`src/rtl/pwm10_pkg.sv`:
```
// Shared definitions for the ten-bit PWM generator.
// Assumes the divider select is two bits and each step multiplies by four.
package pwm10_pkg;
    localparam int PRE_SEL_W = 2;
    localparam int PRE_STEP  = 2;   // log2 of the ratio between adjacent divider settings

    typedef enum logic [PRE_SEL_W-1:0] {
        PRE_DIV1  = 2'd0,
        PRE_DIV4  = 2'd1,
        PRE_DIV16 = 2'd2,
        PRE_DIV64 = 2'd3
    } prescale_e;
endpackage

```
`src/rtl/pwm10_prescaler.sv`:
```
// Tick generator for the PWM time base.
// It emits one tick every 4**sel clocks while run is high. The counter
// stays at zero while run is low. The limit compare uses >=, so changing
// the divider select in mid-count can never stall the tick.
module pwm10_prescaler
    import pwm10_pkg::*;
#(
    parameter int SEL_W = PRE_SEL_W,
    parameter int STEP  = PRE_STEP
) (
    input  logic      clk,
    input  logic      rst_n,
    input  logic      run,
    input  prescale_e sel,
    output logic      tick
);
    localparam int CNT_W = STEP * ((1 << SEL_W) - 1);

    logic [CNT_W-1:0] cnt;
    logic [CNT_W:0]   div_w;
    logic [CNT_W-1:0] limit;

    // Terminal count for the selected divider.
    always_comb begin
        div_w = (CNT_W+1)'(1) << (STEP * int'(sel));
        limit = CNT_W'(div_w - (CNT_W+1)'(1));
    end

    assign tick = run && (cnt >= limit);

    // Divider counter: restarts on a tick, held at zero while stopped.
    always_ff @(posedge clk) begin
        if (!rst_n || !run) begin
            cnt <= '0;
        end else if (tick) begin
            cnt <= '0;
        end else begin
            cnt <= cnt + CNT_W'(1);
        end
    end
endmodule

```
`src/rtl/pwm10_timebase.sv`:
```
// Extended time base: a timer with sub-count bits below it.
// The sub-count advances on each tick, and the timer advances on the carry
// out of the sub-count. The period ends when the timer equals the period
// value and the sub-count is all ones; the whole count then returns to zero.
// The count is held at zero while run is low.
module pwm10_timebase #(
    parameter int TMR_W  = 8,
    parameter int FRAC_W = 2,
    localparam int TB_W  = TMR_W + FRAC_W
) (
    input  logic              clk,
    input  logic              rst_n,
    input  logic              run,
    input  logic              tick,
    input  logic [TMR_W-1:0]  period,
    output logic [TMR_W-1:0]  tmr,
    output logic [FRAC_W-1:0] frac,
    output logic [TB_W-1:0]   tb_next,
    output logic              wrap
);
    assign wrap    = run && tick && (tmr == period) && (&frac);
    assign tb_next = {tmr, frac} + TB_W'(1);

    // Count register: cleared at the period end, advanced on each tick.
    always_ff @(posedge clk) begin
        if (!rst_n || !run) begin
            tmr  <= '0;
            frac <= '0;
        end else if (wrap) begin
            tmr  <= '0;
            frac <= '0;
        end else if (tick) begin
            {tmr, frac} <= tb_next;
        end
    end
endmodule

```
`src/rtl/pwm10_duty_shadow.sv`:
```
// Working duty register. It is invisible from outside the block.
// It captures the buffered duty only on a load strobe, which is the
// period end or the start of a run.
module pwm10_duty_shadow #(
    parameter int TB_W = 10
) (
    input  logic            clk,
    input  logic            rst_n,
    input  logic            load,
    input  logic [TB_W-1:0] duty_buf,
    output logic [TB_W-1:0] wduty
);
    // Capture the buffered duty on a load strobe.
    always_ff @(posedge clk) begin
        if (!rst_n) begin
            wduty <= '0;
        end else if (load) begin
            wduty <= duty_buf;
        end
    end
endmodule

```
`src/rtl/pwm10_out_latch.sv`:
```
// Set/reset output stage with polarity.
// A set has priority over a clear. The value written by a set already
// accounts for a zero duty. The latch is cleared while the block is disabled.
module pwm10_out_latch (
    input  logic clk,
    input  logic rst_n,
    input  logic enable,
    input  logic set_req,
    input  logic set_val,
    input  logic clr_req,
    input  logic polarity,
    output logic q,
    output logic pwm_out
);
    // Latch update: cleared while disabled, set at a boundary, cleared at the duty match.
    always_ff @(posedge clk) begin
        if (!rst_n || !enable) begin
            q <= 1'b0;
        end else if (set_req) begin
            q <= set_val;
        end else if (clr_req) begin
            q <= 1'b0;
        end
    end

    assign pwm_out = q ^ polarity;
endmodule

```
`src/rtl/pwm10_gen.sv`:
```
// Double-buffered ten-bit PWM generator, top level.
// The period is compared at timer width. The duty is compared against the
// extended count of the clock edge that is about to happen. The output
// register therefore stays active for exactly the first D counts of a period.
// All inputs are assumed synchronous to clk.
module pwm10_gen
    import pwm10_pkg::*;
#(
    parameter int TMR_W  = 8,
    parameter int FRAC_W = 2,
    parameter int DLO_W  = 8,
    localparam int TB_W  = TMR_W + FRAC_W
) (
    input  logic                 clk,
    input  logic                 rst_n,
    input  logic                 enable,
    input  logic                 polarity,
    input  logic [PRE_SEL_W-1:0] prescale_sel,
    input  logic [TMR_W-1:0]     period,
    input  logic [TMR_W-1:0]     duty_hi,
    input  logic [DLO_W-1:0]     duty_lo,
    output logic                 pwm_out,
    output logic                 period_match
);
    logic              en_q;
    logic              start;
    logic              run;
    logic              tick;
    logic [TMR_W-1:0]  tmr;
    logic [FRAC_W-1:0] frac;
    logic [TB_W-1:0]   tb_next;
    logic              wrap;
    logic [TB_W-1:0]   duty_buf;
    logic [TB_W-1:0]   wduty;
    logic              latch_q;
    logic              clr_req;
    logic              unused_lo;

    // The low duty bits sit at the top of the low byte; the rest are unused.
    assign duty_buf  = {duty_hi, duty_lo[DLO_W-1 -: FRAC_W]};
    assign unused_lo = ^duty_lo[DLO_W-FRAC_W-1:0];

    // Enable history: it marks the first enabled clock as the start of a run.
    always_ff @(posedge clk) begin
        if (!rst_n) begin
            en_q <= 1'b0;
        end else begin
            en_q <= enable;
        end
    end

    assign start   = enable && !en_q;
    assign run     = enable && en_q;
    assign clr_req = run && tick && !wrap && (tb_next == wduty);

    pwm10_prescaler u_pre (
        .clk   (clk),
        .rst_n (rst_n),
        .run   (run),
        .sel   (prescale_e'(prescale_sel)),
        .tick  (tick)
    );

    pwm10_timebase #(.TMR_W(TMR_W), .FRAC_W(FRAC_W)) u_tb (
        .clk     (clk),
        .rst_n   (rst_n),
        .run     (run),
        .tick    (tick),
        .period  (period),
        .tmr     (tmr),
        .frac    (frac),
        .tb_next (tb_next),
        .wrap    (wrap)
    );

    pwm10_duty_shadow #(.TB_W(TB_W)) u_shadow (
        .clk      (clk),
        .rst_n    (rst_n),
        .load     (start || wrap),
        .duty_buf (duty_buf),
        .wduty    (wduty)
    );

    pwm10_out_latch u_out (
        .clk      (clk),
        .rst_n    (rst_n),
        .enable   (enable),
        .set_req  (start || wrap),
        .set_val  (duty_buf != '0),
        .clr_req  (clr_req),
        .polarity (polarity),
        .q        (latch_q),
        .pwm_out  (pwm_out)
    );

    assign period_match = wrap;
endmodule

```
`config.mk`:
```
export PLATFORM = sky130hd
export DESIGN_NAME = pwm10_gen
export DESIGN_NICKNAME = d
export VERILOG_FILES = /design/src/rtl/pwm10_pkg.sv /design/src/rtl/pwm10_prescaler.sv /design/src/rtl/pwm10_timebase.sv /design/src/rtl/pwm10_duty_shadow.sv /design/src/rtl/pwm10_out_latch.sv /design/src/rtl/pwm10_gen.sv
export SDC_FILE = /design/constraint.sdc
export NUM_CORES = 1
export LEC_CHECK = 0
export ABC_AREA = 0
export BUFFER_PORTS_ARGS = -buffer_cell sky130_fd_sc_hd__buf_4
export CORE_MARGIN = 2
export CORE_UTILIZATION = 35
export DETAILED_ROUTE_END_ITERATION = 8
export HOLD_SLACK_MARGIN = 0.02
export PLACE_DENSITY = 0.63
export SLEW_MARGIN = 20
export SYNTH_ARGS = -nofsm -noshare
export SYNTH_HDL_FRONTEND = slang
export SYNTH_HIERARCHICAL = 1
export SYNTH_SLANG_ARGS = --single-unit
```
`constraint.sdc`:
```
create_clock -name clk -period 4.7 [get_ports clk]
set_input_delay 0 -clock clk [delete_from_list [all_inputs] [get_ports clk]]
set_output_delay 0 -clock clk [all_outputs]
set_load 0.005 [all_outputs]
```
==> impl_metrics.csv <==
group,metric,value,unit
layout,drive_gt1_share,19.5,%
layout,num_antenna_cells,0,
pwr,clkPwrFrac,32.8,%
clock_network,root_buffer,"clkbuf_8",
clock_network,post-cts-setup-buffer-count,0,
pwr,seqPwrFrac,53.8,%
clock_network,path_clk_slew,0.10,ns
logic_synthesis,netlist_area,1690,um2
logic_synthesis,synth_edf_count,0,
logic_synthesis,syn_area_per_cell,9.02,um2
logic_synthesis,ys_top_cells_by_area,"dfxtp_1 (33%), xnor2_1 (13%), xor2_1 (7.8%)",
setup_path,arrival,3.36,ns
placed_design,gp_congestion,0.723,
pwr,power_switching,0.000105,W
setup_path,critPathCaptureType,"flip-flop",
global_route,grt_pass1_vias,1291,
placed_design,dp_hpwl,2.38,mm
route,vias_per_cell,4.81,
timing,fmax,0.317,GHz
timing,slew_headroom,68.7,%
global_route,grt.overflow.total,0,
setup_path,slowest_stage,"or4_4",
timing,finalWorstPathRequiredPeriod,3.15,ns
logic_synthesis,yosysTopAreaCellShare,33.2,%
die,dieWidth,73.4,um
logic_synthesis,ys_ff_latch,28,
setup_path,path_cells,"inv_1 > ha_1 > nand2b_1 > a21oi_2 > nor2_1 > o21a_1 > nand3_1 > or4_4 > nor3_1 > and4b_1 > nand4_1 > nor3_2 > or3b_1 > a21oi_1",
pwr,p_leak,0.800,nW
logic_synthesis,syn_inst,187,
setup_path,cp-start-kind,"flip-flop",
placed_design,dp_slack,1.58,ns
logic_synthesis,ys_warn_count,6,
logic_synthesis,yosysSeqAreaShare,33.2,%
layout,syn2layout_area_growth,22.5,%
clock_network,cts_made_buffers,3,
route,drt-total-wl,3.16,mm
global_route,grt_antenna_before_repair,0,
flow_run,cap_violations,0,
placed_design,port_buffers,25,
pwr,switching_share,22.8,%
clock_network,htreeDepth,1,
logic_synthesis,synth.distinct_cells,35,
setup_path,critPathRequiredTime,4.91,ns
clock_network,clk_path_buf_depth,2,
outcome,status,"finished clean",
timing,fin_skew,0.00255,ns
setup_path,max_stage_delay,0.45,ns
layout,layout.area.seq,561,um2
route,drc_errors,0,
die,fp.dieH,73.4,um
timing,layout_setup_ws,1.55,ns
timing,finalHoldViolations,0,
timing,worst_slew_pin_slew,0.469,ns
setup_path,worst-path-buf-inv,1,
die,start_util,35.9,%
timing,drv_slew,0,
logic_synthesis,ys_async_sr_fraction,0,%
worst_hold_path,hold-path-cell-count,3,
timing,setup_tns,0,ns
die,ios,32,
setup_path,path_depth,14,
worst_hold_path,hold_class,"in2reg",
setup_path,critical_path_class,"reg2reg",
pwr,powerDensity,223,nW/um2
route,routedWlPerCell,11.5,um
die,dieArea,5390,um2
pwr,vdd_drop_max,0.0000835,V
setup_path,cp_max_fo,7,
clock_network,cts_sinks,28,
clock_network,worstSkewPairLatency,0.27,ns
setup_path,critPathTopFamily,"simple AND/OR/NAND/NOR gates",
layout,fill_cells,496,
timing,setup_viol_count_final,0,
route,ant_nets,0,
die,coreArea,4690,um2
global_route,grt.total_usage,12.8,%
route,dr.pass1.iters,4,
logic_synthesis,yosysMostFrequentCell,"dfxtp_1",
layout,final_util,44.0,%
pwr,p_int,0.000356,W
clock_network,cts_tree,"done",
global_route,grt_pass1_wl,5.52,mm
timing,rsz0062_at_grt,"false",
timing,fin_crit_sh,67.0,%
route,dr_total_vias,1317,
logic_synthesis,synthFlopType,"dfxtp_1",
setup_path,reg2reg_depth,14,
route,drt_iter0_markers,41,
logic_synthesis,synth_area_leader_cell,"dfxtp_1",
logic_synthesis,synth.net_count,225,
global_route,grt_max_degree,16,
die,num_rows,25,
pwr,p_comb_share,13.4,%
layout,nNetsFinal,259,
layout,multi_input_area,1060,um2
logic_synthesis,synth_commonest_cells,"dfxtp_1 (28), xnor2_1 (25), nor2_1 (23)",
==> worst reg2reg max path, cell delays in order (launching register included) <==
cell and delay [ns]:
dfxtp_1 0.39, inv_1 0.06, ha_1 0.27, nand2b_1 0.11, a21oi_2 0.07, nor2_1 0.10
o21a_1 0.31, nand3_1 0.13, or4_4 0.45, nor3_1 0.34, and4b_1 0.25, nand4_1 0.08
nor3_2 0.05, or3b_1 0.34, a21oi_1 0.13
==> final timing paths <==
check | slack, ns | to | startpoint
setup / recovery | 1.55 | u_out/q | u_pre/cnt[0]
hold / removal | 0.03 | u_out/q | rst_n
setup reg to reg | 1.55 | u_out/q | u_pre/cnt[0]
hold reg to reg | 0.47 | u_pre/cnt[0] | u_pre/cnt[0]
==> repair_timing <==
item	in CTS	in global routing
resized for setup	0	0
hold buffers	11	0
endpoints found under the hold margin	12	0
setup endpoints to repair	0	0
==> routing by layer <==
metal / track usage, % / routed length (um) / part of all wire [%] / up-vias
li1: - / - / - / 692
met1: 17.7 / 1580 / 50 / 599
met2: 20.6 / 1420 / 45 / 24
met3: 1.78 / 134 / 4.2 / 2
met4: 4.24 / 23 / 0.73 / 0
met5: 0 / 0 / 0 / -
==> state kept, by name, summed over array words and instances, names as in the netlist <==
register,cells
u_tb/frac,2
en_q,1
u_out/q,1
u_pre/cnt,6
u_tb/tmr,8
u_shadow/wduty,10
==> cell families after synthesis <==
| group | after synthesis | share of synthesized area (%) |
|---|---|---|
| flops | 28 | 33.2 |
| simple gates | 77 | 24.2 |
| buf+inv | 13 | 3.78 |
| mux | 11 | 6.53 |
| xor+xnor | 40 | 20.8 |
| fa+ha+maj | 8 | 5.93 |
| compound gates | 10 | 5.56 |
==> through the flow <==
step | instance area (um2) | std cells | hold slack [ns] | power (W)
after floorplan | 1690 | 187 | 0.0514 | 0.000285
after global placement | 1900 | 259 | 0.251 | 0.000308
after detailed placement | 1900 | 259 | 0.256 | 0.000309
after CTS | 2070 | 274 | 0.0261 | 0.000466
after global routing | 2070 | 274 | 0.0539 | 0.000481
final | 2070 | 274 | 0.0312 | 0.000461
==> layout by cell type (no fill, tap or decap), drive strengths merged, types with 2 or more instances in the layout <==
cell / synthesis / routed
clkbuf: 5 / 4
dlygate4sd3: 0 / 11
mux2i: 11 / 11
xnor2: 25 / 25
o21ai: 2 / 2
xor2: 15 / 15
nor4: 2 / 2
and2: 3 / 3
dfxtp: 28 / 28
nand3: 10 / 10
and3: 2 / 2
nor2b: 10 / 10
nand2: 11 / 11
nand4: 6 / 6
ha: 8 / 8
buf: 2 / 25
nor2: 23 / 23
nor3: 4 / 4
inv: 6 / 6
a21oi: 4 / 4
==> layout make-up <==
type                            count  area share, %
Clock buffer                        4           2.67
Inverter                            6           1.09
Multi-Input combinational cell    146           51.4
Sequential cell                    28           27.1
Tap cell                           54           3.27
Timing Repair Buffer               36           14.4
==> power groups by stage <==
stage | logic, W | registers [W] | clock network (W)
global route | 0.0000689 | 0.000249 | 0.000164
finish | 0.0000618 | 0.000248 | 0.000151
detailed placement | 0.0000550 | 0.000253 | 0
CTS | 0.0000624 | 0.000248 | 0.000156
floorplan | 0.0000324 | 0.000252 | 0
global placement | 0.0000547 | 0.000253 | 0
(Power assumes the default switching activity.)
